==> config.mk <==
export PLATFORM = sky130hd
export DESIGN_NAME = rtc_alarm_top
export DESIGN_NICKNAME = d
export VERILOG_FILES = /design/src/rtl/rtc_alarm_pkg.sv /design/src/rtl/rtc_edge_sync.sv /design/src/rtl/rtc_prescaler.sv /design/src/rtl/rtc_timekeeper.sv /design/src/rtl/rtc_stopwatch.sv /design/src/rtl/rtc_alarm_top.sv
export SDC_FILE = /design/constraint.sdc
export NUM_CORES = 1
export LEC_CHECK = 0
export BUFFER_PORTS_ARGS = -buffer_cell sky130_fd_sc_hd__buf_2
export CORE_MARGIN = 4
export CORE_UTILIZATION = 55
export DETAILED_ROUTE_END_ITERATION = 12
export MAX_ROUTING_LAYER = met4
export PLACE_DENSITY = 0.84
export SETUP_SLACK_MARGIN = 0.3
export SLEW_MARGIN = 40
export SYNTH_ARGS = -nofsm -noshare
export SYNTH_HDL_FRONTEND = slang
export SYNTH_SLANG_ARGS = --single-unit
==> constraint.sdc <==
create_clock -name clk_i -period 4.6 [get_ports clk_i]
set_input_delay 1.38 -clock clk_i [delete_from_list [all_inputs] [get_ports clk_i]]
set_output_delay 1.38 -clock clk_i [all_outputs]
set_load 0.005 [all_outputs]
==> src/rtl/rtc_alarm_pkg.sv <==
package rtc_alarm_pkg;

    localparam int SEC_W  = 6;
    localparam int MIN_W  = 6;
    localparam int HOUR_W = 5;
    localparam int DAY_W  = 15;

    localparam int SEC_MAX  = 59;
    localparam int MIN_MAX  = 59;
    localparam int HOUR_MAX = 23;

    typedef struct packed {
        logic [DAY_W-1:0]  day;
        logic [HOUR_W-1:0] hour;
        logic [MIN_W-1:0]  min;
        logic [SEC_W-1:0]  sec;
    } rtc_time_t;

    localparam int TIME_W = $bits(rtc_time_t);

    typedef enum logic [2:0] {
        REG_TIME    = 3'd0,
        REG_ALARM   = 3'd1,
        REG_SWATCH  = 3'd2,
        REG_CTRL    = 3'd3,
        REG_IRQ_EN  = 3'd4,
        REG_WAKE_EN = 3'd5,
        REG_STATUS  = 3'd6
    } rtc_reg_e;

    localparam int FLAG_N     = 6;
    localparam int FLAG_SEC   = 0;
    localparam int FLAG_MIN   = 1;
    localparam int FLAG_HOUR  = 2;
    localparam int FLAG_DAY   = 3;
    localparam int FLAG_ALARM = 4;
    localparam int FLAG_SW    = 5;

endpackage

==> src/rtl/rtc_edge_sync.sv <==
module rtc_edge_sync (
    input  logic clk_i,
    input  logic rst_ni,
    input  logic async_i,
    output logic rise_o
);
    typedef struct packed {
        logic s1;
        logic s2;
        logic s3;
    } sync_t;

    sync_t sync_d, sync_q;

    always_comb begin
        sync_d    = sync_q;
        sync_d.s1 = async_i;
        sync_d.s2 = sync_q.s1;
        sync_d.s3 = sync_q.s2;
    end

    always_ff @(posedge clk_i) begin
        if (!rst_ni) sync_q <= '0;
        else         sync_q <= sync_d;
    end

    assign rise_o = sync_q.s2 & ~sync_q.s3;

    // one synchronized edge never yields two back-to-back step pulses
    assert_single_rise_R1: assert property (@(posedge clk_i) disable iff (!rst_ni)
        rise_o |=> !rise_o);

endmodule

==> src/rtl/rtc_prescaler.sv <==
module rtc_prescaler #(
    parameter int PRESCALE = 32768
) (
    input  logic clk_i,
    input  logic rst_ni,
    input  logic step_i,
    input  logic restart_i,
    output logic tick_o
);
    localparam int CNT_W = (PRESCALE > 2) ? $clog2(PRESCALE) : 1;
    localparam logic [CNT_W-1:0] LAST = CNT_W'(PRESCALE - 1);

    typedef struct packed {
        logic [CNT_W-1:0] cnt;
    } pre_t;

    pre_t pre_d, pre_q;

    always_comb begin
        pre_d  = pre_q;
        tick_o = 1'b0;
        if (restart_i) begin
            pre_d.cnt = '0;
        end else if (step_i) begin
            if (pre_q.cnt == LAST) begin
                pre_d.cnt = '0;
                tick_o    = 1'b1;
            end else begin
                pre_d.cnt = pre_q.cnt + 1'b1;
            end
        end
    end

    always_ff @(posedge clk_i) begin
        if (!rst_ni) pre_q <= '0;
        else         pre_q <= pre_d;
    end

    assert_cnt_range_R1: assert property (@(posedge clk_i) disable iff (!rst_ni)
        pre_q.cnt <= LAST);

    assert_restart_zero_R1: assert property (@(posedge clk_i) disable iff (!rst_ni)
        restart_i |=> pre_q.cnt == '0);

endmodule

==> src/rtl/rtc_timekeeper.sv <==
module rtc_timekeeper
    import rtc_alarm_pkg::*;
(
    input  logic      clk_i,
    input  logic      rst_ni,
    input  logic      tick_i,
    input  logic      load_i,
    input  rtc_time_t load_val_i,
    output rtc_time_t time_o,
    output rtc_time_t time_next_o,
    output logic      evt_sec_o,
    output logic      evt_min_o,
    output logic      evt_hour_o,
    output logic      evt_day_o
);
    typedef struct packed {
        rtc_time_t t;
    } tk_t;

    tk_t tk_d, tk_q;

    always_comb begin
        tk_d       = tk_q;
        evt_sec_o  = 1'b0;
        evt_min_o  = 1'b0;
        evt_hour_o = 1'b0;
        evt_day_o  = 1'b0;
        if (load_i) begin
            tk_d.t.sec  = (load_val_i.sec  > SEC_W'(SEC_MAX))   ? '0 : load_val_i.sec;
            tk_d.t.min  = (load_val_i.min  > MIN_W'(MIN_MAX))   ? '0 : load_val_i.min;
            tk_d.t.hour = (load_val_i.hour > HOUR_W'(HOUR_MAX)) ? '0 : load_val_i.hour;
            tk_d.t.day  = load_val_i.day;
        end else if (tick_i) begin
            evt_sec_o = 1'b1;
            if (tk_q.t.sec == SEC_W'(SEC_MAX)) begin
                tk_d.t.sec = '0;
                evt_min_o  = 1'b1;
                if (tk_q.t.min == MIN_W'(MIN_MAX)) begin
                    tk_d.t.min = '0;
                    evt_hour_o = 1'b1;
                    if (tk_q.t.hour == HOUR_W'(HOUR_MAX)) begin
                        tk_d.t.hour = '0;
                        evt_day_o   = 1'b1;
                        tk_d.t.day  = tk_q.t.day + 1'b1;
                    end else begin
                        tk_d.t.hour = tk_q.t.hour + 1'b1;
                    end
                end else begin
                    tk_d.t.min = tk_q.t.min + 1'b1;
                end
            end else begin
                tk_d.t.sec = tk_q.t.sec + 1'b1;
            end
        end
    end

    always_ff @(posedge clk_i) begin
        if (!rst_ni) tk_q <= '0;
        else         tk_q <= tk_d;
    end

    assign time_o      = tk_q.t;
    assign time_next_o = tk_d.t;

    assert_field_range_R2: assert property (@(posedge clk_i) disable iff (!rst_ni)
        (tk_q.t.sec <= SEC_W'(SEC_MAX)) && (tk_q.t.min <= MIN_W'(MIN_MAX))
        && (tk_q.t.hour <= HOUR_W'(HOUR_MAX)));

    assert_min_evt_R3: assert property (@(posedge clk_i) disable iff (!rst_ni)
        evt_min_o |=> (tk_q.t.sec == '0));

    assert_day_evt_R3: assert property (@(posedge clk_i) disable iff (!rst_ni)
        evt_day_o |=> (tk_q.t.hour == '0) && (tk_q.t.min == '0));

    assert_idle_hold_R2: assert property (@(posedge clk_i) disable iff (!rst_ni)
        (!tick_i && !load_i) |=> $stable(tk_q.t));

endmodule

==> src/rtl/rtc_stopwatch.sv <==
module rtc_stopwatch #(
    parameter int SW_W = 16
) (
    input  logic            clk_i,
    input  logic            rst_ni,
    input  logic            tick_i,
    input  logic            run_i,
    input  logic            load_i,
    input  logic [SW_W-1:0] load_val_i,
    output logic [SW_W-1:0] count_o,
    output logic            under_o
);
    typedef struct packed {
        logic [SW_W-1:0] count;
        logic            armed;
    } sw_t;

    sw_t sw_d, sw_q;

    always_comb begin
        sw_d    = sw_q;
        under_o = 1'b0;
        if (load_i) begin
            sw_d.count = load_val_i;
            sw_d.armed = 1'b1;
        end else if (tick_i && run_i && sw_q.armed) begin
            if (sw_q.count == '0) begin
                under_o    = 1'b1;
                sw_d.armed = 1'b0;
            end else begin
                sw_d.count = sw_q.count - 1'b1;
            end
        end
    end

    always_ff @(posedge clk_i) begin
        if (!rst_ni) sw_q <= '0;
        else         sw_q <= sw_d;
    end

    assign count_o = sw_q.count;

    assert_hold_zero_R5: assert property (@(posedge clk_i) disable iff (!rst_ni)
        (!sw_q.armed && !load_i) |=> $stable(sw_q.count));

    assert_once_R5: assert property (@(posedge clk_i) disable iff (!rst_ni)
        under_o |=> !under_o);

endmodule

==> src/rtl/rtc_alarm_top.sv <==
module rtc_alarm_top
    import rtc_alarm_pkg::*;
#(
    parameter int PRESCALE = 32768,
    parameter int SW_W     = 16
) (
    input  logic        clk_i,
    input  logic        rst_ni,
    input  logic        ref_clk_i,
    input  logic [2:0]  bus_addr_i,
    input  logic        bus_wr_i,
    input  logic [31:0] bus_wdata_i,
    output logic [31:0] bus_rdata_o,
    output logic        irq_o,
    output logic        wake_o
);
    typedef struct packed {
        rtc_time_t         alarm;
        logic              alarm_en;
        logic              alarm_day;
        logic              sw_run;
        logic [FLAG_N-1:0] irq_en;
        logic [FLAG_N-1:0] wake_en;
        logic [FLAG_N-1:0] status;
    } regs_t;

    regs_t regs_d, regs_q;

    logic            ref_rise;
    logic            tick;
    logic            wr_time, wr_sw, wr_status;
    rtc_time_t       time_now, time_next;
    logic            evt_sec, evt_min, evt_hour, evt_day;
    logic [SW_W-1:0] sw_count;
    logic            sw_under;
    logic            alarm_match, alarm_hit;
    logic [FLAG_N-1:0] set_vec;

    assign wr_time   = bus_wr_i && (bus_addr_i == REG_TIME);
    assign wr_sw     = bus_wr_i && (bus_addr_i == REG_SWATCH);
    assign wr_status = bus_wr_i && (bus_addr_i == REG_STATUS);

    rtc_edge_sync u_sync (
        .clk_i   (clk_i),
        .rst_ni  (rst_ni),
        .async_i (ref_clk_i),
        .rise_o  (ref_rise)
    );

    rtc_prescaler #(.PRESCALE(PRESCALE)) u_pre (
        .clk_i     (clk_i),
        .rst_ni    (rst_ni),
        .step_i    (ref_rise),
        .restart_i (wr_time),
        .tick_o    (tick)
    );

    rtc_timekeeper u_tk (
        .clk_i       (clk_i),
        .rst_ni      (rst_ni),
        .tick_i      (tick),
        .load_i      (wr_time),
        .load_val_i  (rtc_time_t'(bus_wdata_i)),
        .time_o      (time_now),
        .time_next_o (time_next),
        .evt_sec_o   (evt_sec),
        .evt_min_o   (evt_min),
        .evt_hour_o  (evt_hour),
        .evt_day_o   (evt_day)
    );

    rtc_stopwatch #(.SW_W(SW_W)) u_sw (
        .clk_i      (clk_i),
        .rst_ni     (rst_ni),
        .tick_i     (tick),
        .run_i      (regs_q.sw_run),
        .load_i     (wr_sw),
        .load_val_i (bus_wdata_i[SW_W-1:0]),
        .count_o    (sw_count),
        .under_o    (sw_under)
    );

    always_comb begin
        alarm_match = (time_next.sec  == regs_q.alarm.sec)
                   && (time_next.min  == regs_q.alarm.min)
                   && (time_next.hour == regs_q.alarm.hour)
                   && (!regs_q.alarm_day || (time_next.day == regs_q.alarm.day));
        alarm_hit = regs_q.alarm_en && evt_sec && alarm_match;

        set_vec             = '0;
        set_vec[FLAG_SEC]   = evt_sec;
        set_vec[FLAG_MIN]   = evt_min;
        set_vec[FLAG_HOUR]  = evt_hour;
        set_vec[FLAG_DAY]   = evt_day;
        set_vec[FLAG_ALARM] = alarm_hit;
        set_vec[FLAG_SW]    = sw_under;

        regs_d = regs_q;
        if (bus_wr_i) begin
            case (bus_addr_i)
                REG_ALARM:   regs_d.alarm = rtc_time_t'(bus_wdata_i);
                REG_CTRL: begin
                    regs_d.alarm_en  = bus_wdata_i[0];
                    regs_d.alarm_day = bus_wdata_i[1];
                    regs_d.sw_run    = bus_wdata_i[2];
                end
                REG_IRQ_EN:  regs_d.irq_en  = bus_wdata_i[FLAG_N-1:0];
                REG_WAKE_EN: regs_d.wake_en = bus_wdata_i[FLAG_N-1:0];
                default: ;
            endcase
        end
        regs_d.status = (regs_q.status & ~(wr_status ? bus_wdata_i[FLAG_N-1:0] : '0))
                      | set_vec;
    end

    always_ff @(posedge clk_i) begin
        if (!rst_ni) regs_q <= '0;
        else         regs_q <= regs_d;
    end

    always_comb begin
        case (bus_addr_i)
            REG_TIME:    bus_rdata_o = time_now;
            REG_ALARM:   bus_rdata_o = regs_q.alarm;
            REG_SWATCH:  bus_rdata_o = 32'(sw_count);
            REG_CTRL:    bus_rdata_o = {29'd0, regs_q.sw_run, regs_q.alarm_day, regs_q.alarm_en};
            REG_IRQ_EN:  bus_rdata_o = 32'(regs_q.irq_en);
            REG_WAKE_EN: bus_rdata_o = 32'(regs_q.wake_en);
            REG_STATUS:  bus_rdata_o = 32'(regs_q.status);
            default:     bus_rdata_o = '0;
        endcase
    end

    assign irq_o  = |(regs_q.status & regs_q.irq_en);
    assign wake_o = |(regs_q.status & regs_q.wake_en);

    assert_sticky_R6: assert property (@(posedge clk_i) disable iff (!rst_ni)
        !wr_status |=> ((regs_q.status & $past(regs_q.status)) == $past(regs_q.status)));

    assert_alarm_off_R4: assert property (@(posedge clk_i) disable iff (!rst_ni)
        (!regs_q.alarm_en && !regs_q.status[FLAG_ALARM]) |=> !regs_q.status[FLAG_ALARM]);

    assert_idle_out_R7: assert property (@(posedge clk_i) disable iff (!rst_ni)
        (regs_q.status == '0) |-> (!irq_o && !wake_o));

endmodule

==> results.tsv <==
metric	value	unit
crit path max fanout	23	
die height	123.7	um
period utilisation layout	90.92	%
max_cap viols	0	
antenna violations before repair	0	
delay-heaviest family, CP	buffers and inverters	
Worst Hold Class	reg2reg	
post-synthesis adder-cell area fraction	1.019	%
cells along the critical path	buf_2 > buf_4 > nand2b_1 > nor2_1 > buf_4 > a22o_1 > buf_2	
Routed wire per std cell	18.62	um
Slowest-stage cell, CP	buf_4	
TritonCTS sink count	120	
Layout area overhead	14.68	%
post-route ant nets	0	
register area share after synthesis	32.62	%
fmax	239.1	MHz
synthesized instance count	928	
first-pass GRT wire length	33840	um
clock power share	50.0	%
TritonCTS clock tree	yes	
Rel. slew slack	39.20	%
max-slew violation count	0	
Synth area leader	dfxtp_1	
Area contributors post-synth	dfxtp_1 (33%), nand2_1 (6.1%), nor2_1 (6.0%)	
compound-cell area share of the yosys netlist	17.70	%
Peak VDD IR	0.2723	mV
placed cell area	7859	sq um
hold_buf cts	0	
row cnt	42	
Main synth FF type	dfxtp_1	
post-CTS setup buffer count	0	
initial core utilization	55.83	%
Final Wtd Congestion	0.9644	
crit start category	input pin	
# diodes	0	
Synth Net Count	973	
layout cells sized above 1	15.64	%
CP endpoint kind	output pin	
final hold violation count	0	
DRT Pass-1 Iters	6	
Seq pwr share	41.3	%
initial drt markers	616	
total track usage	29.29	%
clock slew at reported path FFs	0.06	ns
Yosys reg bits	120	
YS warnings	0	
clk_lat worst skew	0.43	ns
Gate power share	8.7	%
largest net degree at the start of global routing	93	
sw power	654.9	uW
slowest stage delay, CP	0.31	ns
post-route cell area	8446	sq um
CP Data Required Time	3.22	ns
HPWL Detailed	15110	um
cts bufs inserted	17	
slew of the pin with the lowest slew margin	0.9050	ns
Final min period	4.182	ns
Clock Path Buffers	2	
vias	7317	
main combinational cell family by area after synthesis	simple AND/OR/NAND/NOR gates	
outcome	completed	
fin util	64.03	%
ys async rst share	0	%
P per Cell Area	315.0	nW/um^2
setup ws final	0.4177	ns
DP Worst Slack	0.3284	ns
final wirelength	21730	um
final-stage net count	1023	
Synth Area per Inst	7.936	sq um
Synth top area share	32.62	%
switch share	24.62	%
vias in the first global route	6441	
drt via density	6.270	
post_cts resized	0	
grt total ovfl	0	
I/O Pins	73	
Post-synth EDFFs	0	
root buf cell	clkbuf_16	
mux cell area share after synthesis	7.136	%
xor/xnor cell area share of the yosys netlist	8.206	%
IO buf count	72	
Static Leak	0.003356	uW
Max Clock Skew	0.007779	ns
Die Wd	123.7	um
Core Footprint	13190	sq um
Synth cell types	78	
Post-route DRC	0	
RSZ-0062 raised after global routing	no	
Post-Syn Area	7365	sq um
Synth Area in Simple Gates	29.53	%
setup TNS	0	ns
H-tree lvl count	4	
WP buf/inv	4	
Power Internal	2006	uW
critical path class	in2out	
die area	15310	sq um
final setup fails	0	
worst path arrival time	2.80	ns
## power groups by stage
stage,combinational [uW],clock [uW],sequential (uW)
6_report,232,1330,1100
5_1_grt,252,1380,1100
4_1_cts,227,1330,1100
3_5_place_dp,225,0,1120
3_3_place_gp,223,0,1120
2_1_floorplan,155,0,1100
## worst register-to-register path, delay by kind of cell (launching register included)
kind            cells  cell delay [ns]
simple gates        6             2.04
compound gates      3             0.71
flops               1             0.36
fa+ha+maj           1             0.25
## final timing paths
kind | from | to | slack, ns | cells past startpoint
worst max-delay path | bus_addr_i[0] | bus_rdata_o[16] | 0.42 | 7
worst min-delay path | u_sync.sync_d[1] | u_sync.sync_d[0] | 0.44 | 1
worst max register to register | u_pre.pre_q[0] | regs_q[4] | 1.19 | 10
worst min register to register | u_sync.sync_d[1] | u_sync.sync_d[0] | 0.44 | 1
## sequential cells by signal (all words and copies together) (netlist names)
signal         cells
regs_q            53
u_pre.pre_q       15
u_sw.count_o      16
u_sw.sw_q          1
u_sync.sync_d      2
u_sync.sync_q      1
u_tk.time_o       32
## area by class of cell
class                   instances  area (sq um)
well taps                     176         220.2
multi-input cells             738          4691
clock buffers                  25         495.5
inverters                      12         45.04
flip-flops and latches        120          2402
repair buffers                 89         500.5
fillers                      1114          4745
clock inverters                 7         91.34
## cell usage after synthesis, types with 8 or more instances
cell type,instances
a211oi_1,25
a21oi_1,71
a22o_1,16
a22oi_1,12
a31oi_1,11
and2_1,18
and3_1,10
clkbuf_1,44
dfxtp_1,120
inv_1,12
mux2i_1,39
nand2_1,120
nand2b_1,10
nand3_1,39
nand4_1,23
nor2_1,118
nor2b_1,8
nor3_1,14
nor4_1,9
o21ai_0,15
xnor2_1,24
xor2_1,45
## cells by family (layout without fill, tap and decap cells)
kind of cell,count (synthesis),count (layout)
compound gates,193,193
simple gates,422,422
mux,48,48
xor+xnor,69,69
flops,120,120
buf+inv,70,133
fa+ha+maj,6,6
## routing by layer
layer | share of wire, % | up-vias | routed length, um | track usage, %
li1 | - | 3442 | - | -
met1 | 43 | 3428 | 9334 | 39.15
met2 | 45 | 386 | 9817 | 43.43
met3 | 9.0 | 61 | 1946 | 6.131
met4 | 2.9 | 0 | 630 | 11.63
met5 | 0 | - | 0 | -
## per-stage QoR
stage	total power, uW	std cells	hold slack [ns]
final	2660	1167	0.4391
after global routing	2729	1167	0.4507
after CTS	2658	1167	0.4448
after detailed placement	1344	1135	0.4261
after global placement	1342	1135	0.4173
after floorplan	1259	928	0.4119
## placed cells by master (no fill, tap or decap), drive strengths merged, types with 7 or more instances in the layout
cell type,Yosys,final
dfxtp,120,120
nand2,120,120
nor2,120,120
buf,12,89
a21oi,71,71
xor2,45,45
nand3,41,41
mux2i,39,39
a211oi,26,26
clkbuf,46,25
xnor2,24,24
nand4,24,24
and2,19,19
o21ai,17,17
a22o,16,16
nor3,15,15
nor4,14,14
a22oi,12,12
inv,12,12
a31oi,11,11
nand2b,10,10
and3,10,10
nor2b,8,8
nand3b,7,7
Note: power is estimated with default switching activity, not from simulation.
